$ cat config.mk
export PLATFORM = sky130hd
export DESIGN_NAME = can_busoff_ctrl
export DESIGN_NICKNAME = d
export VERILOG_FILES = /design/src/rtl/can_bor_pkg.sv /design/src/rtl/can_bor_run_cnt.sv /design/src/rtl/can_bor_occ_cnt.sv /design/src/rtl/can_bor_mode_fsm.sv /design/src/rtl/can_busoff_ctrl.sv
export SDC_FILE = /design/constraint.sdc
export NUM_CORES = 1
export LEC_CHECK = 0
export CORE_MARGIN = 10
export CORE_UTILIZATION = 52
export DETAILED_ROUTE_END_ITERATION = 6
export PLACE_DENSITY = 0.86
export SYNTH_ARGS = -nofsm -noshare
export SYNTH_HDL_FRONTEND = slang
export SYNTH_SLANG_ARGS = --single-unit
export TNS_END_PERCENT = 20
$ cat constraint.sdc
create_clock -name clk_i -period 1.9 [get_ports clk_i]
set_clock_uncertainty 0.05 [all_clocks]
set_input_delay 0.19 -clock clk_i [delete_from_list [all_inputs] [get_ports clk_i]]
set_output_delay 0.19 -clock clk_i [all_outputs]
set_load 0.01 [all_outputs]
$ cat src/rtl/can_bor_pkg.sv
package can_bor_pkg;
  typedef enum logic [1:0] {
    CH_OPER  = 2'b00,
    CH_RESET = 2'b01,
    CH_HALT  = 2'b10
  } ch_mode_e;

  typedef enum logic [1:0] {
    BOR_STD       = 2'b00,
    BOR_HALT_IN   = 2'b01,
    BOR_HALT_OUT  = 2'b10,
    BOR_HALT_CPU  = 2'b11
  } bor_pol_e;
endpackage

$ cat src/rtl/can_bor_run_cnt.sv
module can_bor_run_cnt #(
  parameter int unsigned RUN_LEN = 11,
  localparam int unsigned CW = $clog2(RUN_LEN)
) (
  input  logic clk_i,
  input  logic rst_ni,
  input  logic en_i,
  input  logic bit_vld_i,
  input  logic bit_lvl_i,
  output logic run_done_o
);
  logic [CW-1:0] cnt_q;
  logic          last;

  assign last = (cnt_q == CW'(RUN_LEN - 1));

  always_ff @(posedge clk_i or negedge rst_ni) begin
    if (!rst_ni) begin
      cnt_q      <= '0;
      run_done_o <= 1'b0;
    end else if (!en_i) begin
      cnt_q      <= '0;
      run_done_o <= 1'b0;
    end else begin
      run_done_o <= 1'b0;
      if (bit_vld_i) begin
        if (!bit_lvl_i) begin
          cnt_q <= '0;          // dominant restarts the run
        end else if (last) begin
          cnt_q      <= '0;
          run_done_o <= 1'b1;
        end else begin
          cnt_q <= cnt_q + 1'b1;
        end
      end
    end
  end

  a_r5_run_bound: assert property (@(posedge clk_i) disable iff (!rst_ni)
    cnt_q < CW'(RUN_LEN));
  a_r5_done_on_recessive: assert property (@(posedge clk_i) disable iff (!rst_ni)
    $rose(run_done_o) |-> $past(bit_vld_i && bit_lvl_i && en_i));
  a_r13_run_idle: assert property (@(posedge clk_i) disable iff (!rst_ni)
    !en_i |=> !run_done_o);
endmodule

$ cat src/rtl/can_bor_occ_cnt.sv
module can_bor_occ_cnt #(
  parameter int unsigned OCC_LEN = 128,
  localparam int unsigned OW = $clog2(OCC_LEN)
) (
  input  logic clk_i,
  input  logic rst_ni,
  input  logic en_i,
  input  logic run_done_i,
  output logic recov_done_o
);
  logic [OW-1:0] occ_q;
  logic          term;

  assign term         = (occ_q == OW'(OCC_LEN - 1));
  assign recov_done_o = en_i && run_done_i && term;

  always_ff @(posedge clk_i or negedge rst_ni) begin
    if (!rst_ni)          occ_q <= '0;
    else if (!en_i)       occ_q <= '0;
    else if (run_done_i)  occ_q <= term ? '0 : occ_q + 1'b1;
  end

  a_r13_occ_clear: assert property (@(posedge clk_i) disable iff (!rst_ni)
    !en_i |=> occ_q == '0);
  a_r5_done_needs_en: assert property (@(posedge clk_i) disable iff (!rst_ni)
    recov_done_o |-> en_i);
endmodule

$ cat src/rtl/can_bor_mode_fsm.sv
module can_bor_mode_fsm
  import can_bor_pkg::*;
(
  input  logic       clk_i,
  input  logic       rst_ni,
  input  logic       busoff_enter_i,
  input  logic       recov_done_i,
  input  logic [1:0] rec_mode_i,
  input  logic       rec_mode_we_i,
  input  logic       halt_req_i,
  input  logic       reset_req_i,
  input  logic       run_req_i,
  output ch_mode_e   mode_o,
  output logic       busoff_o,
  output logic       recov_irq_o,
  output logic       err_clr_o
);
  bor_pol_e pol_q;
  ch_mode_e mode_n;
  logic     bo_n, irq_n, clr_n, pend_q, pend_n;

  always_ff @(posedge clk_i or negedge rst_ni) begin
    if (!rst_ni)                              pol_q <= BOR_STD;
    else if (rec_mode_we_i && mode_o == CH_RESET) pol_q <= bor_pol_e'(rec_mode_i);
  end

  always_comb begin
    mode_n = mode_o;
    bo_n   = busoff_o;
    irq_n  = 1'b0;
    clr_n  = 1'b0;
    pend_n = pend_q;
    if (reset_req_i) begin
      mode_n = CH_RESET;
      bo_n   = 1'b0;
      pend_n = 1'b0;
    end else if (busoff_o) begin
      if (recov_done_i) begin
        bo_n   = 1'b0;
        clr_n  = 1'b1;
        irq_n  = (pol_q != BOR_HALT_IN);
        mode_n = (pol_q == BOR_HALT_OUT || pend_q) ? CH_HALT : CH_OPER;
        pend_n = 1'b0;
      end else if (halt_req_i) begin
        if (pol_q == BOR_HALT_CPU) begin
          bo_n   = 1'b0;
          clr_n  = 1'b1;
          mode_n = CH_HALT;
        end else begin
          pend_n = 1'b1;        // deferred to recovery end
        end
      end
    end else if (mode_o == CH_OPER && busoff_enter_i) begin
      if (pol_q == BOR_HALT_IN) begin
        mode_n = CH_HALT;
        clr_n  = 1'b1;
      end else begin
        bo_n = 1'b1;
      end
    end else if (halt_req_i) begin
      mode_n = CH_HALT;
    end else if (run_req_i) begin
      mode_n = CH_OPER;
    end
  end

  always_ff @(posedge clk_i or negedge rst_ni) begin
    if (!rst_ni) begin
      mode_o      <= CH_RESET;
      busoff_o    <= 1'b0;
      recov_irq_o <= 1'b0;
      err_clr_o   <= 1'b0;
      pend_q      <= 1'b0;
    end else begin
      mode_o      <= mode_n;
      busoff_o    <= bo_n;
      recov_irq_o <= irq_n;
      err_clr_o   <= clr_n;
      pend_q      <= pend_n;
    end
  end

  a_r12_irq_pulse: assert property (@(posedge clk_i) disable iff (!rst_ni)
    recov_irq_o |=> !recov_irq_o);
  a_r12_clr_pulse: assert property (@(posedge clk_i) disable iff (!rst_ni)
    err_clr_o |=> !err_clr_o);
  a_r11_reset_wins: assert property (@(posedge clk_i) disable iff (!rst_ni)
    reset_req_i |=> mode_o == CH_RESET && !busoff_o && !recov_irq_o && !err_clr_o);
  a_r2_pol_locked: assert property (@(posedge clk_i) disable iff (!rst_ni)
    mode_o != CH_RESET |=> $stable(pol_q));
  a_r4_busoff_oper: assert property (@(posedge clk_i) disable iff (!rst_ni)
    busoff_o |-> mode_o == CH_OPER);
  a_r7_no_busoff_01: assert property (@(posedge clk_i) disable iff (!rst_ni)
    pol_q == BOR_HALT_IN |-> !busoff_o);
  a_r10_irq_at_exit: assert property (@(posedge clk_i) disable iff (!rst_ni)
    $rose(recov_irq_o) |-> $past(busoff_o) && !busoff_o);
endmodule

$ cat src/rtl/can_busoff_ctrl.sv
module can_busoff_ctrl
  import can_bor_pkg::*;
#(
  parameter int unsigned RUN_LEN = 11,
  parameter int unsigned OCC_LEN = 128
) (
  input  logic       clk_i,
  input  logic       rst_ni,
  input  logic       bit_vld_i,
  input  logic       bit_lvl_i,
  input  logic       busoff_enter_i,
  input  logic [1:0] rec_mode_i,
  input  logic       rec_mode_we_i,
  input  logic       halt_req_i,
  input  logic       reset_req_i,
  input  logic       run_req_i,
  output logic [1:0] chan_mode_o,
  output logic       busoff_o,
  output logic       recov_irq_o,
  output logic       err_clr_o
);
  logic     run_done, recov_done, busoff;
  ch_mode_e mode;

  can_bor_run_cnt #(.RUN_LEN(RUN_LEN)) u_run (
    .clk_i(clk_i), .rst_ni(rst_ni), .en_i(busoff),
    .bit_vld_i(bit_vld_i), .bit_lvl_i(bit_lvl_i), .run_done_o(run_done)
  );

  can_bor_occ_cnt #(.OCC_LEN(OCC_LEN)) u_occ (
    .clk_i(clk_i), .rst_ni(rst_ni), .en_i(busoff),
    .run_done_i(run_done), .recov_done_o(recov_done)
  );

  can_bor_mode_fsm u_fsm (
    .clk_i(clk_i), .rst_ni(rst_ni), .busoff_enter_i(busoff_enter_i),
    .recov_done_i(recov_done), .rec_mode_i(rec_mode_i),
    .rec_mode_we_i(rec_mode_we_i), .halt_req_i(halt_req_i),
    .reset_req_i(reset_req_i), .run_req_i(run_req_i), .mode_o(mode),
    .busoff_o(busoff), .recov_irq_o(recov_irq_o), .err_clr_o(err_clr_o)
  );

  assign chan_mode_o = mode;
  assign busoff_o    = busoff;
endmodule

==> results_dict.tcl, run 1 <==
set metrics [dict create \
    crit_type "flip-flop to primary output" \
    nNetsFinal 135 \
    coreArea_sq_um 1942 \
    synth.area.top_cells "dfrtp_1 (46%), ha_1 (3.6%), nand2_1 (3.6%), o21ai_0 (2.9%), dfstp_2 (2.5%)" \
    cp-start-kind "flip-flop" \
    first_pass_iters 4 \
    synth_cell_types 40 \
    yosys_warnings 0 \
    worstMarginPinSlew_ns 0.4891 \
    syn_area_sq_um 1045 \
    post-cts-setup-buffers 0 \
    drtAntennaViolNets 0 \
    cap_viol_max_count 0 \
    ioPinCount 16 \
    synth-seq-cells 20 \
    cellPowerDensity_nw_per_um2 747.3 \
    grt_max_degree 17 \
    syn-mean-instance-area_sq_um 10.24 \
    outcome "finished, final reports clean" \
    root_buffer "clkbuf_4" \
    r2r_slack_ns 0.26 \
    port_buffers 15 \
    cts_tree "yes" \
    rr_startpoint "u_run.cnt_q[0]$_DFFE_PN0P_" \
    grt_pass1_wl_mm 3.836 \
    clk_latency_ns 0.30 \
    die_w_um 64.83 \
    clock_sinks 20 \
    yosys-top-cells-count "dfrtp_1 (19), nand2_1 (10), nor2_1 (6), o21ai_0 (6)" \
    grt_setup_unrepaired "false" \
    htree_levels 1 \
    rows 16 \
    utilization 0.6591 \
    maxSlewViolCount 0 \
    finalWirelength_mm 2.187 \
    rr_worst_depth 6 \
    path_buf_inv 1 \
    cts-resized-gates 0 \
    drc 0 \
    grt_use_total 0.1121 \
    dp_hpwl_mm 1.646 \
    leakagePower_nw 0.5869 \
    synth_nets 116 \
    clk_pin_slew_ns 0.11 \
    grt_pass1_vias 898 \
    worstSetupPathDepth 1 \
    fin_crit_ns 1.821 \
    diodes 0 \
    crit_slowest_cell "dfrtp_1" \
    hold_buffers 0 \
    crit_arrival_ns 1.58 \
    die_area_sq_um 4202 \
    cpLargestDelayFamily "flip-flops" \
    cp.required_ns 1.66 \
    synth_top_area_frac 0.4551 \
    vdd_drop_max_v 0.0006059 \
    synth-edff-count 0 \
    initial_core_util 0.5380 \
    cp_max_fo 16 \
    nFillCells 169 \
    grt_overflow 0 \
    vias_per_cell 5.612 \
    cts_max_path_buffers 2 \
    report.power.total_mw 0.9566 \
    yosysMostFrequentCell "dfrtp_1" \
    hold_viol_final 0 \
    gp_congestion 0.8320 \
    drt-wirelength-per-cell_um 14.88 \
    critPathCaptureType "primary output" \
    async_reset_ff_frac 1.000 \
    ys_seq_area_frac 0.4802 \
    crit_path_start "u_fsm.busoff_o$_DFF_PN0_" \
    cpPeakStageDelay_ns 0.65 \
    synth_top_flop_cell "dfrtp_1" \
    drive_above_1_share 0.1167 \
    timing.fmax_mhz 549.2 \
    yosysTopAreaCell "dfrtp_1" \
    setup_tns_ns 0 \
    antenna_found_initial 0 \
    hold_class "input port to async pin" \
    area_growth_pct 22.52 \
    finalSetupViolCount 0 \
    dieHeight_um 64.83 \
    reg2reg_to "u_run.cnt_q[3]$_DFFE_PN0P_" \
    first_iter_violations 35 \
    crit_chain "clkdlybuf4s50_1" \
    relSlewSlack 0.6729 \
    crit_end "busoff_o" \
    numCtsBuffers 3 \
    vias 825 \
    syn_inst 102 \
    fin_crit_sh 0.9584 \
]
metrics by stage:
stage               cells  instance area [sq um]  hold WS, ns  worst slack (ns)
floorplan             102                   1045      -0.1556            0.4547
global placement      143                   1227       0.4421            0.2785
detailed placement    143                   1227       0.4562            0.2265
CTS                   147                   1280       0.1781           0.07759
global route          147                   1280       0.1792          0.005845
finish                147                   1280       0.1583           0.07907
flip-flops by register name (all words and copies together), names as in the netlist:
| name | count |
|---|---|
| u_occ.occ_q | 7 |
| u_run.cnt_q | 4 |
| u_fsm.mode_o | 2 |
| u_fsm.pol_q | 2 |
| u_fsm.busoff_o | 1 |
| u_fsm.err_clr_o | 1 |
| u_fsm.pend_q | 1 |
| u_fsm.recov_irq_o | 1 |
| u_run.run_done_o | 1 |
routing by layer:
layer | share of wire | GRT usage
met5 | 0 | 0
met4 | 0.0078 | 0.03476
met1 | 0.42 | 0.1203
met2 | 0.52 | 0.1970
met3 | 0.057 | 0.04467
power by group:
group | internal [mW] | total (mW) | switching [mW]
Clock | 0.213 | 0.339 | 0.126
Combinational | 0.0742 | 0.135 | 0.0609
Sequential | 0.449 | 0.482 | 0.0328
cell type report:
class	count	area, sq um	share of cell area
Multi-Input combinational cell	76	515.5	0.4027
Sequential cell	20	501.7	0.3920
Timing Repair Buffer	17	165.2	0.1290
Tap cell	27	33.78	0.02639
Clock inverter	1	30.03	0.02346
Clock buffer	3	22.52	0.01760
Inverter	3	11.26	0.008798
logic make-up (layout without fill, tap and decap cells):
group / Yosys count / count (layout) / share of synthesized area
xor gates and xnor gates: 3 / 3 / 0.02515
buffers and inverters: 6 / 24 / 0.02634
AOI/OAI and AO/OA: 23 / 23 / 0.1581
adders and majority gates: 3 / 3 / 0.03593
DFF: 20 / 20 / 0.4802
muxes: 3 / 3 / 0.03114
and+or+nand+nor: 44 / 44 / 0.2431
placed cells by master (no fill, tap or decap), types with 2 or more instances in the layout:
| cell | netlist | final |
|---|---|---|
| or3_1 | 2 | 2 |
| nand3_1 | 4 | 4 |
| a21boi_0 | 2 | 2 |
| and3_1 | 3 | 3 |
| a21oi_1 | 2 | 2 |
| inv_1 | 3 | 3 |
| and2_1 | 3 | 3 |
| nor2_1 | 6 | 6 |
| mux2_2 | 2 | 2 |
| clkdlybuf4s50_1 | 0 | 15 |
| a31oi_1 | 2 | 2 |
| ha_1 | 3 | 3 |
| o211ai_1 | 3 | 3 |
| buf_4 | 1 | 2 |
| xnor2_1 | 2 | 2 |
| nor3_1 | 4 | 4 |
| dfrtp_1 | 19 | 19 |
| a21o_1 | 2 | 2 |
| o21ai_0 | 6 | 6 |
| nor2b_1 | 3 | 3 |
| clkbuf_4 | 0 | 3 |
| nand2_1 | 10 | 10 |
worst min path at each step:
stage / from / end / depth (start not counted)
after floorplan: rst_ni / u_fsm.busoff_o$_DFF_PN0_ / 0
after global placement: u_fsm.mode_o[0]$_DFFE_PN1P_ / u_fsm.mode_o[0]$_DFFE_PN1P_ / 2
after detailed placement: u_fsm.mode_o[0]$_DFFE_PN1P_ / u_fsm.mode_o[0]$_DFFE_PN1P_ / 2
after CTS: rst_ni / u_fsm.mode_o[1]$_DFFE_PN0P_ / 1
after global routing: rst_ni / u_fsm.mode_o[1]$_DFFE_PN0P_ / 1
final: rst_ni / u_fsm.mode_o[1]$_DFFE_PN0P_ / 1
Power figures use the tool's default switching activity.
==> run 2: changes to the inputs <==
Settings changed: GPL_TIMING_DRIVEN set to 1.
==> results of run 2 <==
The final DEF is identical to that of run 1; final timing and power are the same.
==> run 3: changes to the inputs <==
Settings changed: CAP_MARGIN set to 20, SLEW_MARGIN set to 40.
==> results of run 3 <==
The final DEF is identical to that of run 1; final timing and power are the same.
